## src/rtl/exc_pkg.sv

```systemverilog
package exc_pkg;
  localparam int STG_F = 0;
  localparam int STG_D = 1;
  localparam int STG_E = 2;
  localparam int STG_M = 3;
  localparam int NUM_STG = 5;
endpackage

```

## src/rtl/exc_prio.sv

```systemverilog
module exc_prio #(
  parameter int N   = 4,
  parameter int PCW = 32,
  parameter int CW  = 5,
  localparam int IW = (N > 1) ? $clog2(N) : 1
) (
  input  logic [N-1:0]     vld,
  input  logic [N-1:0]     flt,
  input  logic [N*PCW-1:0] pc,
  input  logic [N*CW-1:0]  cause,
  output logic             hit,
  output logic [IW-1:0]    idx,
  output logic [PCW-1:0]   sel_pc,
  output logic [CW-1:0]    sel_cause
);
  // later (deeper) stages overwrite earlier ones: oldest instruction wins
  always_comb begin
    hit       = 1'b0;
    idx       = '0;
    sel_pc    = '0;
    sel_cause = '0;
    for (int s = 0; s < N; s++) begin
      if (vld[s] && flt[s]) begin
        hit       = 1'b1;
        idx       = IW'(s);
        sel_pc    = pc[s*PCW +: PCW];
        sel_cause = cause[s*CW +: CW];
      end
    end
  end
endmodule

```

## src/rtl/exc_state.sv

```systemverilog
module exc_state #(
  parameter int PCW = 32,
  parameter int CW  = 5
) (
  input  logic           clk,
  input  logic           rst,
  input  logic           commit,
  input  logic           eret_i,
  input  logic [PCW-1:0] flt_pc,
  input  logic [CW-1:0]  flt_cause,
  output logic [PCW-1:0] epc_q,
  output logic [CW-1:0]  cause_q,
  output logic           in_hdl_q,
  output logic           go_hdl,
  output logic           go_ret
);
  logic           pnd_q;
  logic [PCW-1:0] pnd_pc_q;
  logic [CW-1:0]  pnd_cause_q;
  logic           take, hold, ret, pnd_any;

  assign take    = commit && !in_hdl_q;
  assign hold    = commit && in_hdl_q;
  assign ret     = eret_i && in_hdl_q;
  assign pnd_any = pnd_q || hold;
  assign go_hdl  = take || (ret && pnd_any);
  assign go_ret  = ret && !pnd_any;

  always_ff @(posedge clk) begin
    if (rst) begin
      epc_q       <= '0;
      cause_q     <= '0;
      in_hdl_q    <= 1'b0;
      pnd_q       <= 1'b0;
      pnd_pc_q    <= '0;
      pnd_cause_q <= '0;
    end else if (take) begin
      epc_q    <= flt_pc;
      cause_q  <= flt_cause;
      in_hdl_q <= 1'b1;
    end else if (ret && pnd_any) begin
      epc_q   <= pnd_q ? pnd_pc_q : flt_pc;
      cause_q <= pnd_q ? pnd_cause_q : flt_cause;
      pnd_q   <= 1'b0;
    end else if (ret) begin
      in_hdl_q <= 1'b0;
    end else if (hold && !pnd_q) begin
      pnd_q       <= 1'b1;
      pnd_pc_q    <= flt_pc;
      pnd_cause_q <= flt_cause;
    end
  end
endmodule

```

## src/rtl/exc_steer.sv

```systemverilog
module exc_steer #(
  parameter int             N    = 4,
  parameter int             PCW  = 32,
  parameter logic [PCW-1:0] HVEC = 'h180
) (
  input  logic           clk,
  input  logic           rst,
  input  logic           commit,
  input  logic           go_hdl,
  input  logic           go_ret,
  input  logic [PCW-1:0] epc,
  output logic [N-1:0]   kill_o,
  output logic           wb_kill_o,
  output logic           redir_o,
  output logic [PCW-1:0] redir_pc_o
);
  always_ff @(posedge clk) begin
    if (rst) begin
      kill_o     <= '0;
      wb_kill_o  <= 1'b0;
      redir_o    <= 1'b0;
      redir_pc_o <= '0;
    end else begin
      kill_o     <= commit ? '1 : '0;
      wb_kill_o  <= commit;
      redir_o    <= go_hdl || go_ret;
      redir_pc_o <= go_hdl ? HVEC : (go_ret ? epc : '0);
    end
  end
endmodule

```

## src/rtl/exc_seq_ctrl.sv

```systemverilog
module exc_seq_ctrl #(
  parameter int             PCW  = 32,
  parameter int             CW   = 5,
  parameter logic [PCW-1:0] HVEC = 'h180,
  localparam int            NRPT = exc_pkg::NUM_STG - 1,
  localparam int            IW   = (NRPT > 1) ? $clog2(NRPT) : 1
) (
  input  logic                clk,
  input  logic                rst,
  input  logic [NRPT-1:0]     stg_vld_i,
  input  logic [NRPT-1:0]     stg_flt_i,
  input  logic [NRPT*PCW-1:0] stg_pc_i,
  input  logic [NRPT*CW-1:0]  stg_cause_i,
  input  logic                eret_i,
  output logic [NRPT-1:0]     kill_o,
  output logic                wb_kill_o,
  output logic                redir_o,
  output logic [PCW-1:0]      redir_pc_o,
  output logic [PCW-1:0]      epc_o,
  output logic [CW-1:0]       cause_o,
  output logic                in_hdl_o
);
  logic           hit, commit, go_hdl, go_ret;
  logic [IW-1:0]  idx;
  logic [PCW-1:0] sel_pc;
  logic [CW-1:0]  sel_cause;

  exc_prio #(.N(NRPT), .PCW(PCW), .CW(CW)) u_prio (
    .vld(stg_vld_i), .flt(stg_flt_i), .pc(stg_pc_i), .cause(stg_cause_i),
    .hit(hit), .idx(idx), .sel_pc(sel_pc), .sel_cause(sel_cause)
  );

  // commit only at memory stage; inputs during a cancel cycle are stale
  assign commit = hit && (idx == IW'(exc_pkg::STG_M)) && !wb_kill_o;

  exc_state #(.PCW(PCW), .CW(CW)) u_state (
    .clk(clk), .rst(rst), .commit(commit), .eret_i(eret_i),
    .flt_pc(sel_pc), .flt_cause(sel_cause),
    .epc_q(epc_o), .cause_q(cause_o), .in_hdl_q(in_hdl_o),
    .go_hdl(go_hdl), .go_ret(go_ret)
  );

  exc_steer #(.N(NRPT), .PCW(PCW), .HVEC(HVEC)) u_steer (
    .clk(clk), .rst(rst), .commit(commit), .go_hdl(go_hdl), .go_ret(go_ret),
    .epc(epc_o), .kill_o(kill_o), .wb_kill_o(wb_kill_o),
    .redir_o(redir_o), .redir_pc_o(redir_pc_o)
  );
endmodule

```

## config.mk

```make
export PLATFORM = sky130hd
export DESIGN_NAME = exc_seq_ctrl
export DESIGN_NICKNAME = d
export VERILOG_FILES = /design/src/rtl/exc_pkg.sv /design/src/rtl/exc_prio.sv /design/src/rtl/exc_state.sv /design/src/rtl/exc_steer.sv /design/src/rtl/exc_seq_ctrl.sv
export SDC_FILE = /design/constraint.sdc
export NUM_CORES = 1
export LEC_CHECK = 0
export CAP_MARGIN = 10
export CELL_PAD_IN_SITES_DETAIL_PLACEMENT = 0
export CELL_PAD_IN_SITES_GLOBAL_PLACEMENT = 2
export CORE_MARGIN = 3
export CORE_UTILIZATION = 23
export CTS_BUF_LIST = sky130_fd_sc_hd__clkbuf_16
export DETAILED_ROUTE_END_ITERATION = 10
export PLACE_DENSITY_LB_ADDON = 0.2
export SLEW_MARGIN = 0
export SYNTH_ARGS = -nofsm -noshare
export SYNTH_HDL_FRONTEND = slang
export SYNTH_SLANG_ARGS = --single-unit
```

## constraint.sdc

```tcl
create_clock -name clk -period 1.9 [get_ports clk]
set_clock_uncertainty 0.05 [all_clocks]
set_input_delay 0.285 -clock clk [delete_from_list [all_inputs] [get_ports clk]]
set_output_delay 0.285 -clock clk [all_outputs]
set_load 0.01 [all_outputs]
```

* Yosys cells after proc, flatten, opt, wreduce, memory -nomap -nowiden
Cells that the tools add are included.
** Storage, ports and cells
- Register bits :: 114
- Bits of input ports :: 159
- Output and inout port bits :: 76
- Word-level logic and storage cells :: 74
** Operators by class
- Equality and inequality tests :: 3
- Mux-type cells :: 30
- Bitwise logic cells :: 4
- Reductions and logical operators :: 26
** Operators with widths (number)
- two-way mux 32 bit :: 7
- two-way mux 5 bit :: 7
- two-way mux 9 bit :: 2
- logical AND 1 bit :: 12
- two-way mux 1 bit :: 11
- nonzero test 2 bit :: 3
- logical NOT 1 bit :: 4
- two-way mux 2 bit :: 2
- two-way mux 4 bit :: 1
- inverter 1 bit :: 4
- AND reduction 4 bit :: 1
- logical OR 1 bit :: 3
- AND reduction 3 bit :: 1
- OR reduction 3 bit :: 1
- equality test 2 bit (second input constant) :: 1
- != test 2 x 1 -> 1 bit (second input constant) :: 1
- != test 2 bit (second input constant) :: 1
- AND reduction 2 bit :: 1

* Depth between registers and ports, before layout
Gate-level depths: netlist of run 1.
- Depth after elaboration :: 13
- Depth in mapped cells :: 7
- Gate-level depth less buffers :: 4

* Modules after synthesis
A second synthesis of run 1 with hierarchy kept.
** Second synthesis, totals
- Cells, all modules :: 729
- Area total of the unflattened synthesis :: 6069.6 µm²
** By module, submodules not included
- exc_state :: instances 1, cells an instance 426, area an instance 3706.1 µm², sequential area each 1521.5 µm²
- exc_prio :: instances 1, cells an instance 223, area an instance 1372.6 µm², sequential area each 0.0 µm²
- exc_steer :: instances 1, cells an instance 79, area an instance 980.9 µm², sequential area each 680.7 µm²
- exc_seq_ctrl :: instances 1, cells an instance 1, area an instance 10.0 µm², sequential area each 0.0 µm²

* Worst setup path after synthesis of run 1
OpenSTA, ideal clock, no wires.
- Path kind :: register to register
- Start :: register, netlist name u_steer.kill_o[2]
- End :: register u_state.pnd_pc_q[11]
- Library setup time :: 132 ps
- Arrival time :: 1441 ps
- Data required time :: 1718 ps
- Path slack :: 277 ps
- Stages on the path, launching flop included :: 7
- Path buffers :: 2
- Period minus slack after synthesis :: 1623 ps
- Cells stage by stage :: dfxtp_1 nand3b_2 or3b_1 buf_2 buf_2 nand2_1 a21oi_1
** RTL lines
- end signal, assigned :: RTL line exc_state.sv:49 : pnd_pc_q <= flt_pc;
- end, declared :: RTL line exc_state.sv:18 : logic [PCW-1:0] pnd_pc_q;

* Worst setup path after layout of run 1
- Start :: register u_state.in_hdl_q
- End :: output in_hdl_o
** RTL lines
- start, declared :: RTL line exc_state.sv:13 : output logic in_hdl_q,
- start signal, assigned :: RTL line exc_state.sv:33 : in_hdl_q <= 1'b0;
- start signal, assigned :: RTL line exc_state.sv:40 : in_hdl_q <= 1'b1;
- start signal, assigned :: RTL line exc_state.sv:46 : in_hdl_q <= 1'b0;
- end, declared :: RTL line exc_seq_ctrl.sv:21 : output logic in_hdl_o
No word-level cell between the ends.

==> out/summary.md, run 1 <==
- **outcome** complete, no violations
- **chain of cells forming the critical path** buf_4 -> clkdlybuf4s50_1
- **largest voltage drop on the vdd net** 288 uV
- **total stage count of the critical path** 2
- **detailed route wirelength on metal3** 1550 um
- **detailed-route wire length** 21500 um
- **part of the Yosys area used for sequential elements** 0.424
- **wire length on met1** 9270 um
- **adder-cell share of the synthesized area** 0
- **antenna violations before repair** 0
- **Worst Hold Margin** 0.405 ns
- **number of vias after detailed routing** 5535
- **critical path data required time** 1.56 ns
- **transition time at the pin with the least slew margin** 0.519 ns
- **capturing point of the worst reg2reg path** u_state.epc_q[28]
- **startpoint of the worst setup timing path** u_state.in_hdl_q
- **count of pins on the block boundary** 235
- **Critical Path AT** 1.46 ns
- **area of all sequential standard cells** 2200 um2
- **Netlist cell types** 29
- **number of levels in the clock H-tree** 3
- **Area growth syn-to-layout** 58.9%
- **fmax** 0.556 GHz
- **global-route wire length before repair** 33000 um
- **class of the tightest hold or removal check** in2reg
- **reg-to-reg setup timing slack** 0.18 ns
- **deepest clock path buffer count** 2
- **share of layout cells above drive strength 1** 0.0721
- **Placement Setup Slack** -0.209 ns
- **number of global-route vias before repair** 5895
- **net count of the finished layout** 1014
- **drt wl/cell** 18.9 um
- **max-capacitance violation count** 0
- **Layout fillers** 2279
- **number of warnings reported in the yosys synthesis log** 0
- **initial DRC count** 286
- **remaining design rule violation count** 0
- **average size of a mapped cell** 8.08 um2
- **worst max-slew margin expressed relative to the limit** 0.654
- **Routed Antenna Nets** 0
- **Port-buffer cells** 234
- **clock-pin slew on the worst setup and hold paths** 0.08 ns
- **post-route fraction of the period consumed by the critical path** 0.946
- **number of clock sinks** 110
- **power density normalized to cell area** 645 nW/um2
- **worst reg2reg path startpoint** u_steer.kill_o[2]
- **Via density** 4.86
- **XOR/XNOR Fraction of Synth Area** 0
- **final setup violating endpoints** 0
- **total congestion overflow** 0
- **number of nets produced by synthesis** 802
- **total clock buffers created by CTS** 9
- **share of synthesized area spent on multiplexers** 0
- **simple-gate area share of the yosys netlist** 0.250
- **Met2 Wirelength** 10400 um
- **kind of cell adding the most delay to the critical path** buffers and inverters
- **post-CTS setup buffer count** 0
- **TritonCTS clock tree** yes
- **worst-path maximum fanout** 5
- **setup slack after layout** 0.102 ns
- **Slew Viols, Final** 0
- **Static Leak** 2.87 nW
- **cell area after layout** 8250 um2
- **critical path's slowest cell** sky130_fd_sc_hd__clkdlybuf4s50_1
- **cells on worst reg2reg path** 6
- **overall die area** 24400 um2
- **start-to-end type of the worst setup path** reg2out
- **Setup crit end kind** primary output
- **netlist area before placement** 5190 um2
- **cts hold-fix bufs** 0
- **RSZ-0062 raised after global routing** false
- **clock tree root driver cell** sky130_fd_sc_hd__clkbuf_16
- **CP Capture Point** in_hdl_o
- **die boundary height** 156 um
- **number of iterations in the first detailed-routing pass** 4
- **number of placement rows** 54
- **die extent in x** 156 um
- **Multi-input gate area** 2540 um2
- **half-perimeter wire length after placement** 15400 um
- **synthesized-area fraction occupied by ao, oa, aoi and oai cells** 0.233
- **startpoint type of the worst setup path** flop
- **pin count of the biggest net entering global routing** 42
- **aggregate global-route resource usage** 0.174
- **final estimated routing congestion in global placement** 0.765
- **largest family of logic cells by synthesized area** simple AND/OR/NAND/NOR gates
- **instance area after placement** 7980 um2
- **setup TNS after final layout** 0 ns
- **Yosys reg bits** 110
- **worst-skew pair later-pin latency** 0.35 ns
- **Initial Util** 0.236
- **number of instances resized during post-cts repair** 0
- **shortest period the worst path allows** 1.80 ns
- **synthesized netlist cell count** 643
- **placeable core region** 22000 um2
- **final hold violation count** 0
- **Inserted Diodes** 0
- **top sig layer** met4
- **delay of the slowest critical-path stage** 0.54 ns
- **count of buffer and inverter cells on the critical path** 2
==> state kept, by name, summed over array words and instances (netlist names) <==
register             cells
u_state.cause_q          5
u_state.epc_q           32
u_state.in_hdl_q         1
u_state.pnd_cause_q      5
u_state.pnd_pc_q        32
u_state.pnd_q            1
u_steer.kill_o           1
u_steer.redir_o          1
u_steer.redir_pc_o      32
==> kinds of logic (layout without fill, tap and decap cells) <==
family | Yosys count | after routing
flip-flops | 110 | 110
buffers and inverters | 105 | 322
AO/OA/AOI/OAI | 156 | 156
AND/OR/NAND/NOR | 272 | 272
==> cell usage after synthesis (all sizes together) <==
| library cell | number | area [um2] |
|---|---|---|
| nand3 | 37 | 185 |
| inv | 37 | 139 |
| a21oi | 41 | 205 |
| nor4b | 1 | 15.0 |
| o2111ai | 37 | 324 |
| or3 | 37 | 231 |
| o21a | 1 | 7.51 |
| nand4bb | 1 | 11.3 |
| or3b | 1 | 8.76 |
| a311oi | 37 | 324 |
| nand3b | 1 | 11.3 |
| and2 | 33 | 206 |
| dfxtp | 110 | 2200 |
| nor3b | 2 | 26.3 |
| nor2b | 1 | 6.26 |
| nor2 | 39 | 146 |
| buf | 41 | 239 |
| a21o | 2 | 15.0 |
| clkbuf | 27 | 101 |
| nand2 | 118 | 445 |
| nand2b | 1 | 6.26 |
| o311ai | 37 | 324 |
| a22oi | 1 | 12.5 |
==> final cells by class <==
class	instances	share of cell area
Tap cell	280	0.0425
Clock inverter	7	0.00500
Sequential cell	110	0.267
Clock buffer	9	0.0273
Inverter	37	0.0168
Timing Repair Buffer	269	0.334
Multi-Input combinational cell	428	0.308
==> where the power goes <==
| part | internal [mW] | switching, mW | leakage (nW) |
|---|---|---|---|
| sequential | 2.38 | 0.0561 | 0.894 |
| clock | 0.883 | 0.896 | 0.132 |
| combinational | 0.622 | 0.488 | 1.84 |
==> metal layers <==
layer,vias up,track usage
met5,-,0
met4,0,0.0521
met3,18,0.0467
met2,187,0.295
met1,2603,0.218
li1,2727,-
==> cells in the final DEF, fill, tap and decap left out, types with 2 or more instances in the layout <==
| master | netlist | final |
|---|---|---|
| sky130_fd_sc_hd__clkinv_1 | 0 | 2 |
| sky130_fd_sc_hd__inv_1 | 37 | 38 |
| sky130_fd_sc_hd__and2_1 | 33 | 31 |
| sky130_fd_sc_hd__o2111ai_1 | 37 | 37 |
| sky130_fd_sc_hd__a21oi_1 | 41 | 40 |
| sky130_fd_sc_hd__nand3_1 | 37 | 37 |
| sky130_fd_sc_hd__a21o_1 | 2 | 2 |
| sky130_fd_sc_hd__o311ai_0 | 7 | 7 |
| sky130_fd_sc_hd__buf_4 | 9 | 22 |
| sky130_fd_sc_hd__nand2_1 | 117 | 115 |
| sky130_fd_sc_hd__buf_12 | 0 | 13 |
| sky130_fd_sc_hd__dfxtp_1 | 110 | 110 |
| sky130_fd_sc_hd__o311ai_1 | 30 | 30 |
| sky130_fd_sc_hd__clkdlybuf4s50_1 | 0 | 231 |
| sky130_fd_sc_hd__nor2_1 | 39 | 39 |
| sky130_fd_sc_hd__a311oi_1 | 37 | 37 |
| sky130_fd_sc_hd__clkbuf_16 | 0 | 9 |
| sky130_fd_sc_hd__buf_2 | 23 | 3 |
| sky130_fd_sc_hd__or3_1 | 37 | 37 |
| sky130_fd_sc_hd__nand2_2 | 1 | 3 |
| sky130_fd_sc_hd__and2_2 | 0 | 2 |
==> worst reg2reg max path, stage by stage (launching register included) <==
cell                       delay, ns
sky130_fd_sc_hd__dfxtp_1        0.38
sky130_fd_sc_hd__nand3b_2       0.26
sky130_fd_sc_hd__buf_4          0.18
sky130_fd_sc_hd__a21oi_4        0.19
sky130_fd_sc_hd__buf_12         0.24
sky130_fd_sc_hd__nor2_1         0.08
sky130_fd_sc_hd__a311oi_1       0.25
==> metrics by stage <==
stage,util,power [mW],cells
2_1_floorplan,-,2.91,643
3_3_place_gp,0.362,3.60,1124
3_5_place_dp,0.362,3.61,1124
4_1_cts,0.375,5.42,1140
5_1_grt,0.375,5.60,1140
6_report,0.375,5.32,1140
==> how the worst min path moves through the flow <==
stage,startpoint,end,slack [ns],cells past startpoint
6_report,rst,u_steer.redir_pc_o[2],0.40,4
3_5_place_dp,u_state.pnd_pc_q[11],u_state.pnd_pc_q[11],0.40,2
5_1_grt,u_state.pnd_pc_q[23],u_state.pnd_pc_q[23],0.42,2
2_1_floorplan,stg_cause_i[15],u_state.pnd_cause_q[0],0.37,2
3_3_place_gp,u_state.pnd_pc_q[12],u_state.pnd_pc_q[12],0.39,2
4_1_cts,rst,u_steer.redir_pc_o[1],0.40,4
(Power assumes the default switching activity.)
==> inputs of run 2 (changes only) <==
Settings changed: CORE_MARGIN 3 to 1, SETUP_SLACK_MARGIN from default to 0.5.
==> run 2 against run 1 <==
  * Sequential cell count stayed put
  * Sequential share of layout area fell by 4.0 points
  * Critical path depth grew 6
  * The run now ends with design-rule violations left
  * Highest routed layer unchanged
==> out/summary.md, run 2 (synthesis results as in run 1) <==
- **power density normalized to cell area** 584 nW/um2, -9.5%
- **fmax** 0.605 GHz, +8.8%
- **leading cell type in the layout, fill and taps excluded** sky130_fd_sc_hd__clkdlybuf4s50_1
- **transition time at the pin with the least slew margin** 0.572 ns, +0.0537 ns
- **die extent in x** 152 um, -2.6%
- **aggregate global-route resource usage** 0.217, +0.0423
- **Via density** 5.00, +3.0%
- **number of global-route vias before repair** 6125, +3.9%
- **detailed-route wire length** 25500 um, +18%
- **Placement Setup Slack** -0.252 ns, -0.0434 ns
- **pin count of the biggest net entering global routing** 44, +4.8%
- **max-capacitance violation count** 0, unchanged
- **worst max-slew margin expressed relative to the limit** 0.618, -0.0358
- **global-route wire length before repair** 37500 um, +14%
- **largest voltage drop on the vdd net** 336 uV, +17%
- **worst-skew pair later-pin latency** 0.36 ns, about the same
- **post-layout total power** 5.72 mW, +7.4%
- **number of vias after detailed routing** 5986, +8.1%
- **worst-path maximum fanout** 5, unchanged
- **total clock buffers created by CTS** 9, unchanged
- **Area growth syn-to-layout** 88.6%
- **number of levels in the clock H-tree** 3, unchanged
- **Static Leak** 3.95 nW, +38%
- **share of layout cells above drive strength 1** 0.240, +0.168
- **top library cells by usage in the layout, fill and taps aside** 148 x sky130_fd_sc_hd__clkdlybuf4s50_1, 102 x sky130_fd_sc_hd__dfxtp_1, 85 x sky130_fd_sc_hd__nand2_1
- **deepest clock path buffer count** 2, unchanged
- **cell depth of the worst hold path** 2, -2
- **final estimated routing congestion in global placement** 0.763, -0.31%
- **setup slack after layout** 0.248 ns, +0.146 ns
- **final hold violation count** 0, unchanged
- **critical path's slowest cell** sky130_fd_sc_hd__dfxtp_4
- **final setup violating endpoints** 0, unchanged
- **cell seen most often among critical-path stages** sky130_fd_sc_hd__buf_12
- **Critical Path AT** 1.87 ns, +0.41 ns
- **clock-pin slew on the worst setup and hold paths** 0.08 ns, about the same
- **delay of the slowest critical-path stage** 0.36 ns, -0.18 ns
- **cells on worst reg2reg path** 8, +2
- **number of clock sinks** 110, unchanged
- **Port-buffer cells** 234, unchanged
- **critical path data required time** 2.12 ns, +0.56 ns
- **die boundary height** 152 um, -2.6%
- **overall die area** 23200 um2, -5.1%
- **TritonCTS clock tree** yes
- **start-to-end type of the worst setup path** reg2reg
- **drt wl/cell** 21.3 um, +13%
- **startpoint type of the worst setup path** flop
- **remaining design rule violation count** 14, +14
- **Initial Util** 0.237, +0.000726
- **Largest regs** u_state.epc_q: 32 flops, u_state.pnd_pc_q: 32 flops, u_steer.redir_pc_o: 32 flops
- **placeable core region** 22000 um2, -0.31%
- **number of placement rows** 54, unchanged
- **Layout fillers** 2119, -7.0%
- **count of pins on the block boundary** 235, unchanged
- **shortest period the worst path allows** 1.65 ns, -0.146 ns
- **half-perimeter wire length after placement** 14600 um, -4.6%
- **initial DRC count** 386, +35%
- **clock tree root driver cell** sky130_fd_sc_hd__clkbuf_16
- **total congestion overflow** 0, unchanged
- **chain of cells forming the critical path** nand3b_4 -> buf_6 -> a21oi_4 -> buf_12 -> buf_12 -> buf_12 -> nor2_2 -> a311oi_2
- **cts hold-fix bufs** 0, unchanged
- **Setup crit end kind** flop
- **net count of the finished layout** 1070, +5.5%
- **Routed Antenna Nets** 0, unchanged
- **failing checks** design-rule violations
- **outcome** finished with violations
- **RSZ-0062 raised after global routing** true
- **post-route fraction of the period consumed by the critical path** 0.870, -0.0767
- **Slew Viols, Final** 0, unchanged
- **class of the tightest hold or removal check** in2reg
- **antenna violations before repair** 1, +1
- **number of iterations in the first detailed-routing pass** 9, +5
## run 2: cell types whose count changed in the layout (fill, tap and decap cells not counted), moves of 20 or more
cell                              change
sky130_fd_sc_hd__nand2_4             +20
sky130_fd_sc_hd__clkdlybuf4s50_1     -83
sky130_fd_sc_hd__a21oi_2             +22
sky130_fd_sc_hd__a21oi_1             -22
sky130_fd_sc_hd__nand2_1             -30
sky130_fd_sc_hd__dlygate4sd2_1       +68
sky130_fd_sc_hd__buf_16              +21
## run 2: final cells by class
class	instances	area, um2	share of cell area
multi-input combinational	428	2960	0.302
inverter	37	139	0.0142
sequential	110	2220	0.227
tap	280	350	0.0358
antenna	1	2.50	0.000255
clock buffer	9	225	0.0230
timing repair buffer	325	3830	0.391
clock inverter	7	63.8	0.00652
## run 2: metrics by stage
| stage | area [um2] | setup TNS, ns | hold WS [ns] | cells | util |
|---|---|---|---|---|---|
| 2_1_floorplan | 5270 | 0 | 0.371 | 643 | - |
| 3_3_place_gp | 8010 | -10.96 | 0.394 | 1122 | 0.365 |
| 3_5_place_dp | 8010 | -14.60 | 0.399 | 1122 | 0.365 |
| 4_1_cts | 9510 | 0 | 0.123 | 1189 | 0.433 |
| 5_1_grt | 9790 | 0 | 0.140 | 1197 | 0.446 |
| 6_report | 9790 | 0 | 0.136 | 1197 | 0.446 |
## run 2: repair_timing
action	CTS	global route
pin swaps	37	52
setup endpoints to repair	183	124
buffers inserted	26	5
gates cloned	25	2
gates resized for setup	179	89
## run 2: worst max-delay path, delay by kind of cell, from the launching register on
family | cells | cell delay (ns)
AOI/OAI and AO/OA | 2 | 0.39
buffers and inverters | 4 | 0.55
and+or+nand+nor | 2 | 0.22
DFF | 1 | 0.36
## run 2: path summary, 6_finish.rpt
| kind | slack [ns] | startpoint | end |
|---|---|---|---|
| hold / removal | 0.14 | rst | u_steer.redir_o |
| hold reg to reg | 0.41 | u_state.pnd_pc_q[31] | u_state.pnd_pc_q[31] |
| setup / recovery | 0.25 | u_steer.kill_o[2] | u_state.epc_q[30] |
| setup reg to reg | 0.25 | u_steer.kill_o[2] | u_state.epc_q[30] |
## run 2: where the power goes
part	switching, mW	internal, mW	total [mW]
sequential	0.0613	2.38	2.44
combinational	0.597	0.748	1.35
clock	1.01	0.927	1.93
total	1.66	4.05	5.72
## run 2: layer usage
layer	GRT usage	up-vias	wire, um
li1	-	2871	-
met1	0.270	2825	10800
met2	0.366	257	12300
met3	0.0475	33	1880
met4	0.0802	0	547
met5	0	-	0
